<file path="config.mk">
export PLATFORM = sky130hd
export DESIGN_NAME = dual_match_timer
export DESIGN_NICKNAME = d
export VERILOG_FILES = /design/src/rtl/mct_pkg.sv /design/src/rtl/mct_channel.sv /design/src/rtl/mct_irq.sv /design/src/rtl/dual_match_timer.sv
export SDC_FILE = /design/constraint.sdc
export NUM_CORES = 1
export LEC_CHECK = 0
export ABC_AREA = 1
export BUFFER_PORTS_ARGS = -buffer_cell sky130_fd_sc_hd__buf_2
export CAP_MARGIN = 10
export CORE_MARGIN = 3
export CORE_UTILIZATION = 55
export CTS_BUF_LIST = sky130_fd_sc_hd__clkbuf_8
export DETAILED_ROUTE_END_ITERATION = 10
export PLACE_DENSITY = 0.73
export SYNTH_ARGS = -nofsm -noshare
export SYNTH_HDL_FRONTEND = slang
export SYNTH_SLANG_ARGS = --single-unit
</file>
<file path="constraint.sdc">
create_clock -name clk -period 3.6 [get_ports clk]
set_input_delay 0.54 -clock clk [delete_from_list [all_inputs] [get_ports clk]]
set_output_delay 0.54 -clock clk [all_outputs]
set_load 0.02 [all_outputs]
</file>
<file path="src/rtl/mct_pkg.sv">
package mct_pkg;

  typedef enum logic [1:0] {
    TERM_ZERO  = 2'd0,
    TERM_MATCH = 2'd1,
    TERM_FREE  = 2'd2
  } term_kind_e;

  // Mode 0 stops at zero, 1..n_match pick a compare slot, anything above wraps.
  function automatic term_kind_e classify_mode(input int mode, input int n_match);
    if (mode == 0)            return TERM_ZERO;
    else if (mode <= n_match) return TERM_MATCH;
    else                      return TERM_FREE;
  endfunction

endpackage

</file>
<file path="src/rtl/mct_channel.sv">
module mct_channel #(
  parameter int CNT_W   = 16,
  parameter int DIV_W   = 16,
  parameter int N_MATCH = 6,
  parameter int MODE_W  = 3
) (
  input  logic                            clk,
  input  logic                            rst_n,
  input  logic                            wr_cnt,
  input  logic                            wr_div,
  input  logic                            wr_ctl,
  input  logic [CNT_W-1:0]                wval_cnt,
  input  logic [DIV_W-1:0]                wval_div,
  input  logic                            wval_halt,
  input  logic                            wval_up,
  input  logic [MODE_W-1:0]               wval_mode,
  input  logic [N_MATCH-1:0][CNT_W-1:0]   cmp_bank,
  output logic [CNT_W-1:0]                cnt,
  output logic [DIV_W-1:0]                div,
  output logic                            halted,
  output logic                            count_up,
  output logic [MODE_W-1:0]               mode,
  output logic [N_MATCH-1:0]              match_evt
);
  import mct_pkg::*;

  function automatic logic [CNT_W-1:0] next_count(input logic [CNT_W-1:0] v, input logic up);
    return up ? v + 1'b1 : v - 1'b1;
  endfunction

  function automatic logic [DIV_W-1:0] next_prescale(input logic [DIV_W-1:0] p, input logic clr);
    return clr ? '0 : p + 1'b1;
  endfunction

  logic [CNT_W-1:0] cnt_q;
  logic [DIV_W-1:0] div_q, pre_q;
  logic             halt_q, up_q;
  logic [MODE_W-1:0] mode_q;

  logic             run, tick, zero_hold, advance, hit_zero, hit_match, hw_halt, any_wr;
  logic [CNT_W-1:0] step_val, sel_cmp;
  term_kind_e       kind;

  assign run      = !halt_q;
  assign tick     = run && (pre_q == div_q);
  assign step_val = next_count(cnt_q, up_q);
  assign kind     = classify_mode(int'(mode_q), N_MATCH);
  assign any_wr   = wr_cnt || wr_div || wr_ctl;

  always_comb begin
    sel_cmp = '0;
    for (int i = 0; i < N_MATCH; i++)
      if (mode_q == MODE_W'(i + 1)) sel_cmp = cmp_bank[i];
  end

  assign zero_hold = tick && (kind == TERM_ZERO) && (cnt_q == '0);
  assign advance   = tick && !zero_hold;
  assign hit_zero  = advance && (kind == TERM_ZERO) && (step_val == '0);
  assign hit_match = advance && (kind == TERM_MATCH) && (step_val == sel_cmp);
  assign hw_halt   = zero_hold || hit_zero || hit_match;

  for (genvar gi = 0; gi < N_MATCH; gi++) begin : g_evt
    assign match_evt[gi] = hit_match && (mode_q == MODE_W'(gi + 1));
  end

  always_ff @(posedge clk) begin
    if (!rst_n) begin
      cnt_q  <= '0;
      div_q  <= '0;
      pre_q  <= '0;
      halt_q <= 1'b1;
      up_q   <= 1'b0;
      mode_q <= '0;
    end else begin
      if (wr_cnt)       cnt_q <= wval_cnt;
      else if (advance) cnt_q <= step_val;
      if (wr_div) div_q <= wval_div;
      if (wr_ctl) begin
        halt_q <= wval_halt;
        up_q   <= wval_up;
        mode_q <= wval_mode;
      end else if (hw_halt) begin
        halt_q <= 1'b1;
      end
      pre_q <= next_prescale(pre_q, !run || tick || any_wr);
    end
  end

  assign cnt      = cnt_q;
  assign div      = div_q;
  assign halted   = halt_q;
  assign count_up = up_q;
  assign mode     = mode_q;

  // a halted count only moves through a software load
  assert_hold_halted_R3: assert property (@(posedge clk) disable iff (!rst_n)
    (halt_q && !wr_cnt) |=> $stable(cnt_q));

  // each step really moves the count
  assert_step_moves_R5: assert property (@(posedge clk) disable iff (!rst_n)
    (advance && !wr_cnt) |=> (cnt_q != $past(cnt_q)));

  // with a nonzero divider, steps are never on adjacent clocks
  assert_prescale_gap_R5: assert property (@(posedge clk) disable iff (!rst_n)
    (tick && (div_q != '0) && !any_wr) |=> !tick);

  // reaching zero in stop-at-zero mode leaves the channel halted at zero
  assert_zero_halts_R6: assert property (@(posedge clk) disable iff (!rst_n)
    (hit_zero && !wr_ctl && !wr_cnt) |=> (halt_q && (cnt_q == '0)));

  // a compare hit halts the channel unless software rewrites control
  assert_match_halts_R7: assert property (@(posedge clk) disable iff (!rst_n)
    ((|match_evt) && !wr_ctl) |=> halt_q);

  // free-run mode never halts by itself
  assert_free_no_halt_R8: assert property (@(posedge clk) disable iff (!rst_n)
    (run && (kind == TERM_FREE) && !wr_ctl) |=> !halt_q);

endmodule

</file>
<file path="src/rtl/mct_irq.sv">
module mct_irq #(
  parameter int N_SRC = 6
) (
  input  logic             clk,
  input  logic             rst_n,
  input  logic [N_SRC-1:0] set_vec,
  input  logic             ack_wr,
  input  logic             ena_wr,
  input  logic [N_SRC-1:0] wval,
  output logic [N_SRC-1:0] flags,
  output logic [N_SRC-1:0] enables,
  output logic             irq
);

  function automatic logic [N_SRC-1:0] flag_update(input logic [N_SRC-1:0] cur,
                                                   input logic [N_SRC-1:0] clr,
                                                   input logic [N_SRC-1:0] set);
    return (cur & ~clr) | set;
  endfunction

  logic [N_SRC-1:0] flag_q, ena_q, clr_vec;

  assign clr_vec = ack_wr ? wval : '0;

  always_ff @(posedge clk) begin
    if (!rst_n) begin
      flag_q <= '0;
      ena_q  <= '0;
    end else begin
      flag_q <= flag_update(flag_q, clr_vec, set_vec);
      if (ena_wr) ena_q <= wval;
    end
  end

  assign flags   = flag_q;
  assign enables = ena_q;
  assign irq     = |(flag_q & ena_q);

  // a flag not named in a clear stays set
  assert_sticky_R9: assert property (@(posedge clk) disable iff (!rst_n)
    1'b1 |=> ((flag_q & $past(flag_q & ~clr_vec)) == $past(flag_q & ~clr_vec)));

  // an arriving event wins over a clear in the same cycle
  assert_set_wins_R11: assert property (@(posedge clk) disable iff (!rst_n)
    (|set_vec) |=> ((flag_q & $past(set_vec)) == $past(set_vec)));

  // clearing every flag with no new event drops the interrupt
  assert_irq_drops_R10: assert property (@(posedge clk) disable iff (!rst_n)
    (ack_wr && ((wval & flag_q) == flag_q) && (set_vec == '0)) |=> !irq);

endmodule

</file>
<file path="src/rtl/dual_match_timer.sv">
module dual_match_timer #(
  parameter int N_CH    = 2,
  parameter int N_MATCH = 6,
  parameter int CNT_W   = 16,
  parameter int DIV_W   = 16,
  parameter int DATA_W  = 32,
  parameter int ADDR_W  = 6
) (
  input  logic              clk,
  input  logic              rst_n,
  input  logic              reg_we,
  input  logic              reg_irq_sel,
  input  logic [ADDR_W-1:0] reg_addr,
  input  logic [DATA_W-1:0] reg_wdata,
  output logic [DATA_W-1:0] reg_rdata,
  output logic              irq
);
  localparam int MODE_W     = $clog2(N_MATCH + 2);
  localparam int UP_BIT     = MODE_W;
  localparam int HALT_BIT   = MODE_W + 1;
  localparam int CH_BYTES   = 12;
  localparam int CMP_BASE   = N_CH * CH_BYTES;
  localparam int OFF_DIV    = 4;
  localparam int OFF_CTL    = 8;
  localparam int OFF_FLAGS  = 0;
  localparam int OFF_ENA    = 4;

  logic tmr_wr, irq_wr;
  assign tmr_wr = reg_we && !reg_irq_sel;
  assign irq_wr = reg_we &&  reg_irq_sel;

  logic [N_MATCH-1:0][CNT_W-1:0] cmp_q;
  logic [N_CH-1:0][CNT_W-1:0]    ch_cnt;
  logic [N_CH-1:0][DIV_W-1:0]    ch_div;
  logic [N_CH-1:0]               ch_halt, ch_up;
  logic [N_CH-1:0][MODE_W-1:0]   ch_mode;
  logic [N_CH-1:0][N_MATCH-1:0]  ch_evt;
  logic [N_MATCH-1:0]            set_vec, flags, enables;

  for (genvar c = 0; c < N_CH; c++) begin : g_ch
    localparam logic [ADDR_W-1:0] A_CNT = ADDR_W'(c * CH_BYTES);
    localparam logic [ADDR_W-1:0] A_DIV = ADDR_W'(c * CH_BYTES + OFF_DIV);
    localparam logic [ADDR_W-1:0] A_CTL = ADDR_W'(c * CH_BYTES + OFF_CTL);

    mct_channel #(
      .CNT_W(CNT_W), .DIV_W(DIV_W), .N_MATCH(N_MATCH), .MODE_W(MODE_W)
    ) u_ch (
      .clk       (clk),
      .rst_n     (rst_n),
      .wr_cnt    (tmr_wr && (reg_addr == A_CNT)),
      .wr_div    (tmr_wr && (reg_addr == A_DIV)),
      .wr_ctl    (tmr_wr && (reg_addr == A_CTL)),
      .wval_cnt  (reg_wdata[CNT_W-1:0]),
      .wval_div  (reg_wdata[DIV_W-1:0]),
      .wval_halt (reg_wdata[HALT_BIT]),
      .wval_up   (reg_wdata[UP_BIT]),
      .wval_mode (reg_wdata[MODE_W-1:0]),
      .cmp_bank  (cmp_q),
      .cnt       (ch_cnt[c]),
      .div       (ch_div[c]),
      .halted    (ch_halt[c]),
      .count_up  (ch_up[c]),
      .mode      (ch_mode[c]),
      .match_evt (ch_evt[c])
    );
  end

  always_comb begin
    set_vec = '0;
    for (int c = 0; c < N_CH; c++) set_vec = set_vec | ch_evt[c];
  end

  always_ff @(posedge clk) begin
    if (!rst_n) begin
      cmp_q <= '0;
    end else begin
      for (int n = 0; n < N_MATCH; n++)
        if (tmr_wr && (reg_addr == ADDR_W'(CMP_BASE + 4 * n)))
          cmp_q[n] <= reg_wdata[CNT_W-1:0];
    end
  end

  mct_irq #(.N_SRC(N_MATCH)) u_irq (
    .clk     (clk),
    .rst_n   (rst_n),
    .set_vec (set_vec),
    .ack_wr  (irq_wr && (reg_addr == ADDR_W'(OFF_FLAGS))),
    .ena_wr  (irq_wr && (reg_addr == ADDR_W'(OFF_ENA))),
    .wval    (reg_wdata[N_MATCH-1:0]),
    .flags   (flags),
    .enables (enables),
    .irq     (irq)
  );

  always_comb begin
    reg_rdata = '0;
    if (reg_irq_sel) begin
      if (reg_addr == ADDR_W'(OFF_FLAGS)) reg_rdata = DATA_W'(flags);
      else if (reg_addr == ADDR_W'(OFF_ENA)) reg_rdata = DATA_W'(enables);
    end else begin
      for (int c = 0; c < N_CH; c++) begin
        if (reg_addr == ADDR_W'(c * CH_BYTES)) reg_rdata = DATA_W'(ch_cnt[c]);
        if (reg_addr == ADDR_W'(c * CH_BYTES + OFF_DIV)) reg_rdata = DATA_W'(ch_div[c]);
        if (reg_addr == ADDR_W'(c * CH_BYTES + OFF_CTL))
          reg_rdata = DATA_W'({ch_halt[c], ch_up[c], ch_mode[c]});
      end
      for (int n = 0; n < N_MATCH; n++)
        if (reg_addr == ADDR_W'(CMP_BASE + 4 * n)) reg_rdata = DATA_W'(cmp_q[n]);
    end
  end

  // the interrupt is low in the first cycle after reset
  assert_irq_reset_R1: assert property (@(posedge clk)
    !rst_n |=> !irq);

endmodule

</file>
==> out/metrics.cfg, run 1 <==
[critical_path]
r2r-start=g_ch[1].u_ch.count_up
critPathCaptureType=flip-flop
crit_arrival_ps=3730
crit_fanout=16
path_buf_inv=1
r2r_cells=16
crit_family=simple AND/OR/NAND/NOR gates
slowest_stage=fa_1
r2r-end=g_ch[1].u_ch.halted
regToRegSetupSlack_ps=290
worstPathCellList=inv_1, fa_1, nand3_1, nand2_1, nand3_1, nand3_1, nand2_1, nand2_1, nand2_1, nand2_1, nor2_1, nand2_1, nor2_2, nand3_1, nand4_1, nand3_1
path_class=reg2reg
required_ps=4020
crit_top_cell=nand2_1
start_kind=flip-flop
critical-path-max-stage-delay_ps=640

[floorplan]
io_pins=75
initial_utilization_pct=56.5
fp.dieArea_um2=29100
die_h_um=171
core_area_um2=26400
die_w_um=171
row_count=59

[finish]
layout-drive-gt1-share_pct=8.51
fin_area_um2=16300
fillCellCount=2638
antennaDiodeCount=0
nets=2553
areaGrowthSynthToFinish_pct=9.37

[detailed_routing]
dr.pass1.iters=5
antenna_left=0
vias=17100
wl_per_cell_um=20.8
routed_wl_um=58900
drtIter0Drc=2555
routed_via_density=6.02
drc=0

[yosys]
syn_area_um2=14900
async_reset_ff_share_pct=0
yosysSeqAreaShare_pct=28.8
synth_cells=2434
synth-main-ff-cell=dfxtp_1
ys_ff_latch=214
ys_warn_count=0
synth_edf_count=0
avgSynthCellArea_um2=6.12
synth.distinct_cells=53

[timing]
rsz0062_at_grt=no
period_needed_ps=3310
setup_slack_ps=287
post-route-period-util_pct=92.0
skew_ps=38.1
final-setup-viol-count=0
fin_setup_tns_ps=0
relSlewSlack_pct=34.8
worstMarginPinSlew_ps=977
drv_slew=0
hold_violations=0
fmax_ghz=0.302

[clock_network]
clkLatencyLatePin_ps=560
hold_buffers=0
cts_made_buffers=39
postCtsResizedCells=0
postCtsSetupBuffers=0
clkSlewWorstSetupHoldPaths_ps=70
cts.path.max_buffers=3
clockRootBuffer=clkbuf_8
cts.sinks=214
cts_htree_levels=2
cts_tree=done

[power]
p_leak_nw=7.84
peakVddDrop_mv=0.310
cellPowerDensity_nw_per_um2=327

[placed_design]
dp_hpwl_um=43800
gp_congestion=1.06
io_buffers=42
placed_area_um2=15500
place_ws_ps=390

[outcome]
outcome=completed

[hold_path]
hold_end=g_ch[1].u_ch.cnt[15]
min_path_type=in2reg
hold_start=reg_wdata[15]
whs_path_depth=3

[grt]
antenna_found_initial=0
grt_use_total_pct=39.7
overflow=0
grt_pass1_vias=15200
grt_start_max_net_pins=76
grt_pass1_wl_um=88800

[job]
maxCapViolations=0

## synth_stat cells (7+ instances only)
cell | count | share of area (%)
a21oi_1 | 217 | 7.3
a221oi_1 | 9 | 0.53
a22oi_1 | 7 | 0.35
buf_2 | 21 | 0.71
buf_4 | 21 | 1.1
buf_6 | 8 | 0.61
clkbuf_1 | 65 | 1.6
clkinv_1 | 12 | 0.30
dfxtp_1 | 214 | 29
ha_1 | 32 | 2.7
inv_1 | 295 | 7.4
inv_2 | 14 | 0.35
nand2_1 | 681 | 17
nand3_1 | 110 | 3.7
nand4_1 | 97 | 4.1
nor2_1 | 230 | 5.8
nor3_1 | 20 | 0.67
nor3b_1 | 9 | 0.45
o2111ai_1 | 13 | 0.76
o211ai_1 | 32 | 1.6
o21ai_0 | 187 | 6.3
o221ai_1 | 9 | 0.53
o22ai_1 | 20 | 0.84
or2_2 | 8 | 0.34
xor2_1 | 41 | 2.4
## cell type report
cell class,count,area [um2],share of cell area (%)
Tap cell,335,419,2.57
Timing Repair Buffer,103,696,4.27
Multi-Input combinational cell,1797,8840,54.3
Clock inverter,15,101,0.622
Inverter,322,1210,7.44
Clock buffer,53,729,4.48
Sequential cell,214,4280,26.3
## metrics by stage
stage          hold slack, ps  total power [mW]  utilization (%)  std cells
3_3_place_gp              456              2.86             58.6       2771
2_1_floorplan             440              2.71                -       2449
5_1_grt                   312              5.46             61.8       2839
6_report                  307              5.32             61.8       2839
3_5_place_dp              458              2.86             58.6       2771
4_1_cts                   303              5.30             61.8       2839
## state kept, by name, summed over array words and instances (netlist names)
register and count:
g_ch.u_ch.halted 2, g_ch.u_ch.pre_q 32, cmp_q 96, g_ch.u_ch.count_up 2
g_ch.u_ch.cnt 32, u_irq.flags 6, u_irq.enables 6, g_ch.u_ch.mode 6
g_ch.u_ch.div 32
## layer usage
layer	vias to the layer above	global-route usage, %	routed length [um]
met5	-	0	0
met4	0	19.9	3460
met2	1046	60.7	24600
met3	225	8.34	7090
met1	7753	53.3	23800
li1	8060	-	-
## tightest hold or removal path, stage by stage
cell,delay [ps]
buf_2,120
a221oi_1,80
nor2_1,70
## logic make-up (layout without fill, tap and decap cells)
| kind of cell | count (synthesis) | after routing | share of synthesized area, % |
|---|---|---|---|
| and+or+nand+nor | 1198 | 1198 | 34.6 |
| AOI/OAI and AO/OA | 505 | 505 | 18.7 |
| buffers and inverters | 438 | 493 | 12.3 |
| DFF | 214 | 214 | 28.8 |
| xor gates and xnor gates | 44 | 44 | 2.59 |
| adders and majority gates | 34 | 34 | 2.96 |
| other | 1 | 16 | 0.0252 |
## worst max-delay path by stage
stage	start	cells past startpoint	endpoint	slack, ps
finish	g_ch[1].u_ch.count_up	16	g_ch[1].u_ch.halted	290
detailed placement	g_ch[1].u_ch.count_up	16	g_ch[1].u_ch.halted	390
CTS	g_ch[1].u_ch.count_up	16	g_ch[1].u_ch.halted	380
floorplan	reg_addr[0]	12	reg_rdata[9]	1000
global placement	reg_addr[2]	14	reg_rdata[4]	450
global route	g_ch[1].u_ch.count_up	17	g_ch[1].u_ch.halted	60
## cells in the final DEF, fill, tap and decap left out, types with 20 or more instances in the layout
cell / instances
nand2_1: 681
inv_1: 303
nor2_1: 226
a21oi_1: 217
dfxtp_1: 214
o21ai_0: 187
nand3_1: 110
nand4_1: 97
buf_4: 60
clkbuf_8: 53
xor2_1: 41
buf_2: 41
o211ai_1: 32
ha_1: 32
o22ai_1: 20
nor3_1: 20
## where the power goes
part	switching, mW	internal [mW]	leakage, nW
clock	1.10	1.38	0.464
combinational	0.335	0.104	5.65
sequential	0.0134	2.38	1.72
total	1.45	3.87	7.84
(Power assumes the default switching activity.)
==> inputs of run 2 (changes only) <==
==> constraint.sdc (replaced) <==
create_clock -name clk -period 3.6 [get_ports clk]
set_input_delay 0 -clock clk [delete_from_list [all_inputs] [get_ports clk]]
set_output_delay 0 -clock clk [all_outputs]
set_load 0.02 [all_outputs]
==> out/metrics.cfg, run 2 (synthesis gave the netlist of run 1 again) <==
[finish]
mostFrequentLayoutCells=681 x nand2_1, 300 x inv_1, 226 x nor2_1, 217 x a21oi_1, 214 x dfxtp_1  ; was 681 x nand2_1, 303 x inv_1, 226 x nor2_1, 217 x a21oi_1, 214 x dfxtp_1
multi_input_area_um2=8840  ; unchanged
layout-drive-gt1-share_pct=7.98  ; was 8.51%
fin_util_pct=61.8  ; about the same
nets=2543  ; was 2553
layout_commonest_cell=nand2_1  ; unchanged
antennaDiodeCount=0  ; unchanged
fillCellCount=2630  ; was 2638
areaGrowthSynthToFinish_pct=9.34  ; was 9.37%
largest-register=cmp_q  ; unchanged
seq_area_um2=4280  ; unchanged
largest_register_ffs=96  ; unchanged

[grt]
grt_start_max_net_pins=82  ; was 76
grt_pass1_wl_um=88800  ; about the same
grt_use_total_pct=39.7  ; about the same
antenna_found_initial=0  ; unchanged
overflow=0  ; unchanged
grt_pass1_vias=15400  ; was 15200

[detailed_routing]
routed_via_density=5.96  ; was 6.02
dr.pass1.iters=6  ; was 5
drc=0  ; unchanged
drtIter0Drc=2260  ; was 2555
routed_wl_um=58800  ; was 58900 um
antenna_left=0  ; unchanged
wl_per_cell_um=20.8  ; about the same
vias=16900  ; was 17100

[timing]
rsz0062_at_grt=no  ; unchanged
relSlewSlack_pct=33.8  ; was 34.8%
final-setup-viol-count=0  ; unchanged
drv_slew=0  ; unchanged
period_needed_ps=3210  ; was 3310 ps
post-route-period-util_pct=89.0  ; was 92.0%
skew_ps=53.8  ; was 38.1 ps
fmax_ghz=0.312  ; was 0.302 GHz
fin_setup_tns_ps=0  ; unchanged
worstMarginPinSlew_ps=989  ; was 977 ps
hold_violations=0  ; unchanged

[critical_path]
crit_arrival_ps=3590  ; was 3730 ps
path_class=reg2reg  ; unchanged
critPathCaptureType=flip-flop  ; unchanged
start_kind=flip-flop  ; unchanged
crit_fanout=16  ; unchanged
required_ps=3980  ; was 4020 ps
regToRegSetupSlack_ps=390  ; was 290 ps

[power]
p_leak_nw=7.80  ; was 7.84 nW
peakVddDrop_mv=0.424  ; was 0.310 mV
p_total_mw=5.48  ; was 5.32 mW
cellPowerDensity_nw_per_um2=337  ; was 327 nW/um2

[clock_network]
cts_made_buffers=39  ; unchanged
cts.sinks=214  ; unchanged
cts.path.max_buffers=3  ; unchanged
clockRootBuffer=clkbuf_8  ; unchanged
cts_htree_levels=2  ; unchanged
clkSlewWorstSetupHoldPaths_ps=70  ; about the same
clkLatencyLatePin_ps=570  ; was 560 ps
postCtsResizedCells=0  ; unchanged
cts_tree=done  ; unchanged

[job]
maxCapViolations=0  ; unchanged

[outcome]
outcome=completed  ; unchanged

[floorplan]
core_area_um2=26400  ; unchanged
initial_utilization_pct=56.5  ; unchanged
io_pins=75  ; unchanged
row_count=59  ; unchanged
die_h_um=171  ; unchanged
die_w_um=171  ; unchanged
fp.dieArea_um2=29100  ; unchanged

[placed_design]
io_buffers=42  ; unchanged
gp_congestion=1.06  ; about the same
dp_hpwl_um=43800  ; about the same

[hold_path]
min_path_type=in2reg  ; unchanged

==> run 2: cell types whose count changed in the layout (fill, tap and decap cells not counted), sizes merged <==
cell and delta:
clkinvlp +1, clkinv -1, bufinv +2, buf -17, inv -3, clkbuf +1
dlygate4sd3 +7
==> run 2: critical path: stages, from the launching register on <==
cell	delay, ps
dfxtp_1	330
inv_1	470
fa_1	510
nand3_1	140
nand2_1	170
nand2_1	90
nand2_1	60
nand2_1	50
nand2_1	130
inv_1	90
nand2_1	80
nand2_1	50
nor2_1	90
nand2_1	70
nor2_2	380
nand3_1	160
nand4_1	110
nand3_1	80
==> run 2: report_power, final <==
| part | switching [mW] | internal [mW] | leakage, nW |
|---|---|---|---|
| combinational | 0.335 | 0.108 | 5.60 |
| clock | 1.10 | 1.55 | 0.480 |
| sequential | 0.0136 | 2.38 | 1.72 |
| total | 1.44 | 4.04 | 7.80 |
==> run 2: timing repair <==
item / in CTS / in global routing
hold endpoints to repair: 72 / 0
setup buffers: 0 / 0
hold buffers: 7 / 0
==> run 2: final cells by class <==
class                           count  area share (%)
Sequential cell                   214            26.3
Clock buffer                       54            4.57
Clock inverter                     14           0.938
Timing Repair Buffer               93            3.84
Inverter                          322            7.44
Multi-Input combinational cell   1797            54.3
Tap cell                          335            2.58
==> run 2: stage by stage <==
stage | std cells | setup slack [ps] | cell area (um2) | hold WS (ps)
floorplan | 2449 | 1130 | 14900 | 155
CTS | 2829 | 454 | 16300 | 3.46
detailed placement | 2754 | 465 | 15300 | 301
global route | 2829 | 147 | 16300 | 35.1
finish | 2829 | 395 | 16300 | 25.1
global placement | 2754 | 552 | 15300 | 297
==> run 2: routing by layer <==
layer | global-route usage, % | up-vias | wire (um)
met5 | 0 | - | 0
li1 | - | 8042 | -
met2 | 60.4 | 1008 | 24500
met4 | 19.4 | 0 | 3490
met3 | 9.52 | 202 | 6690
met1 | 52.8 | 7611 | 24100
==> run 2: path summary, 6_finish.rpt <==
kind	startpoint	end	cells after the start
setup / recovery	g_ch[1].u_ch.count_up	g_ch[1].u_ch.halted	17
hold / removal	reg_wdata[5]	cmp_q[53]	3
setup reg to reg	g_ch[1].u_ch.count_up	g_ch[1].u_ch.halted	17
hold reg to reg	g_ch[0].u_ch.pre_q[0]	g_ch[0].u_ch.pre_q[0]	1
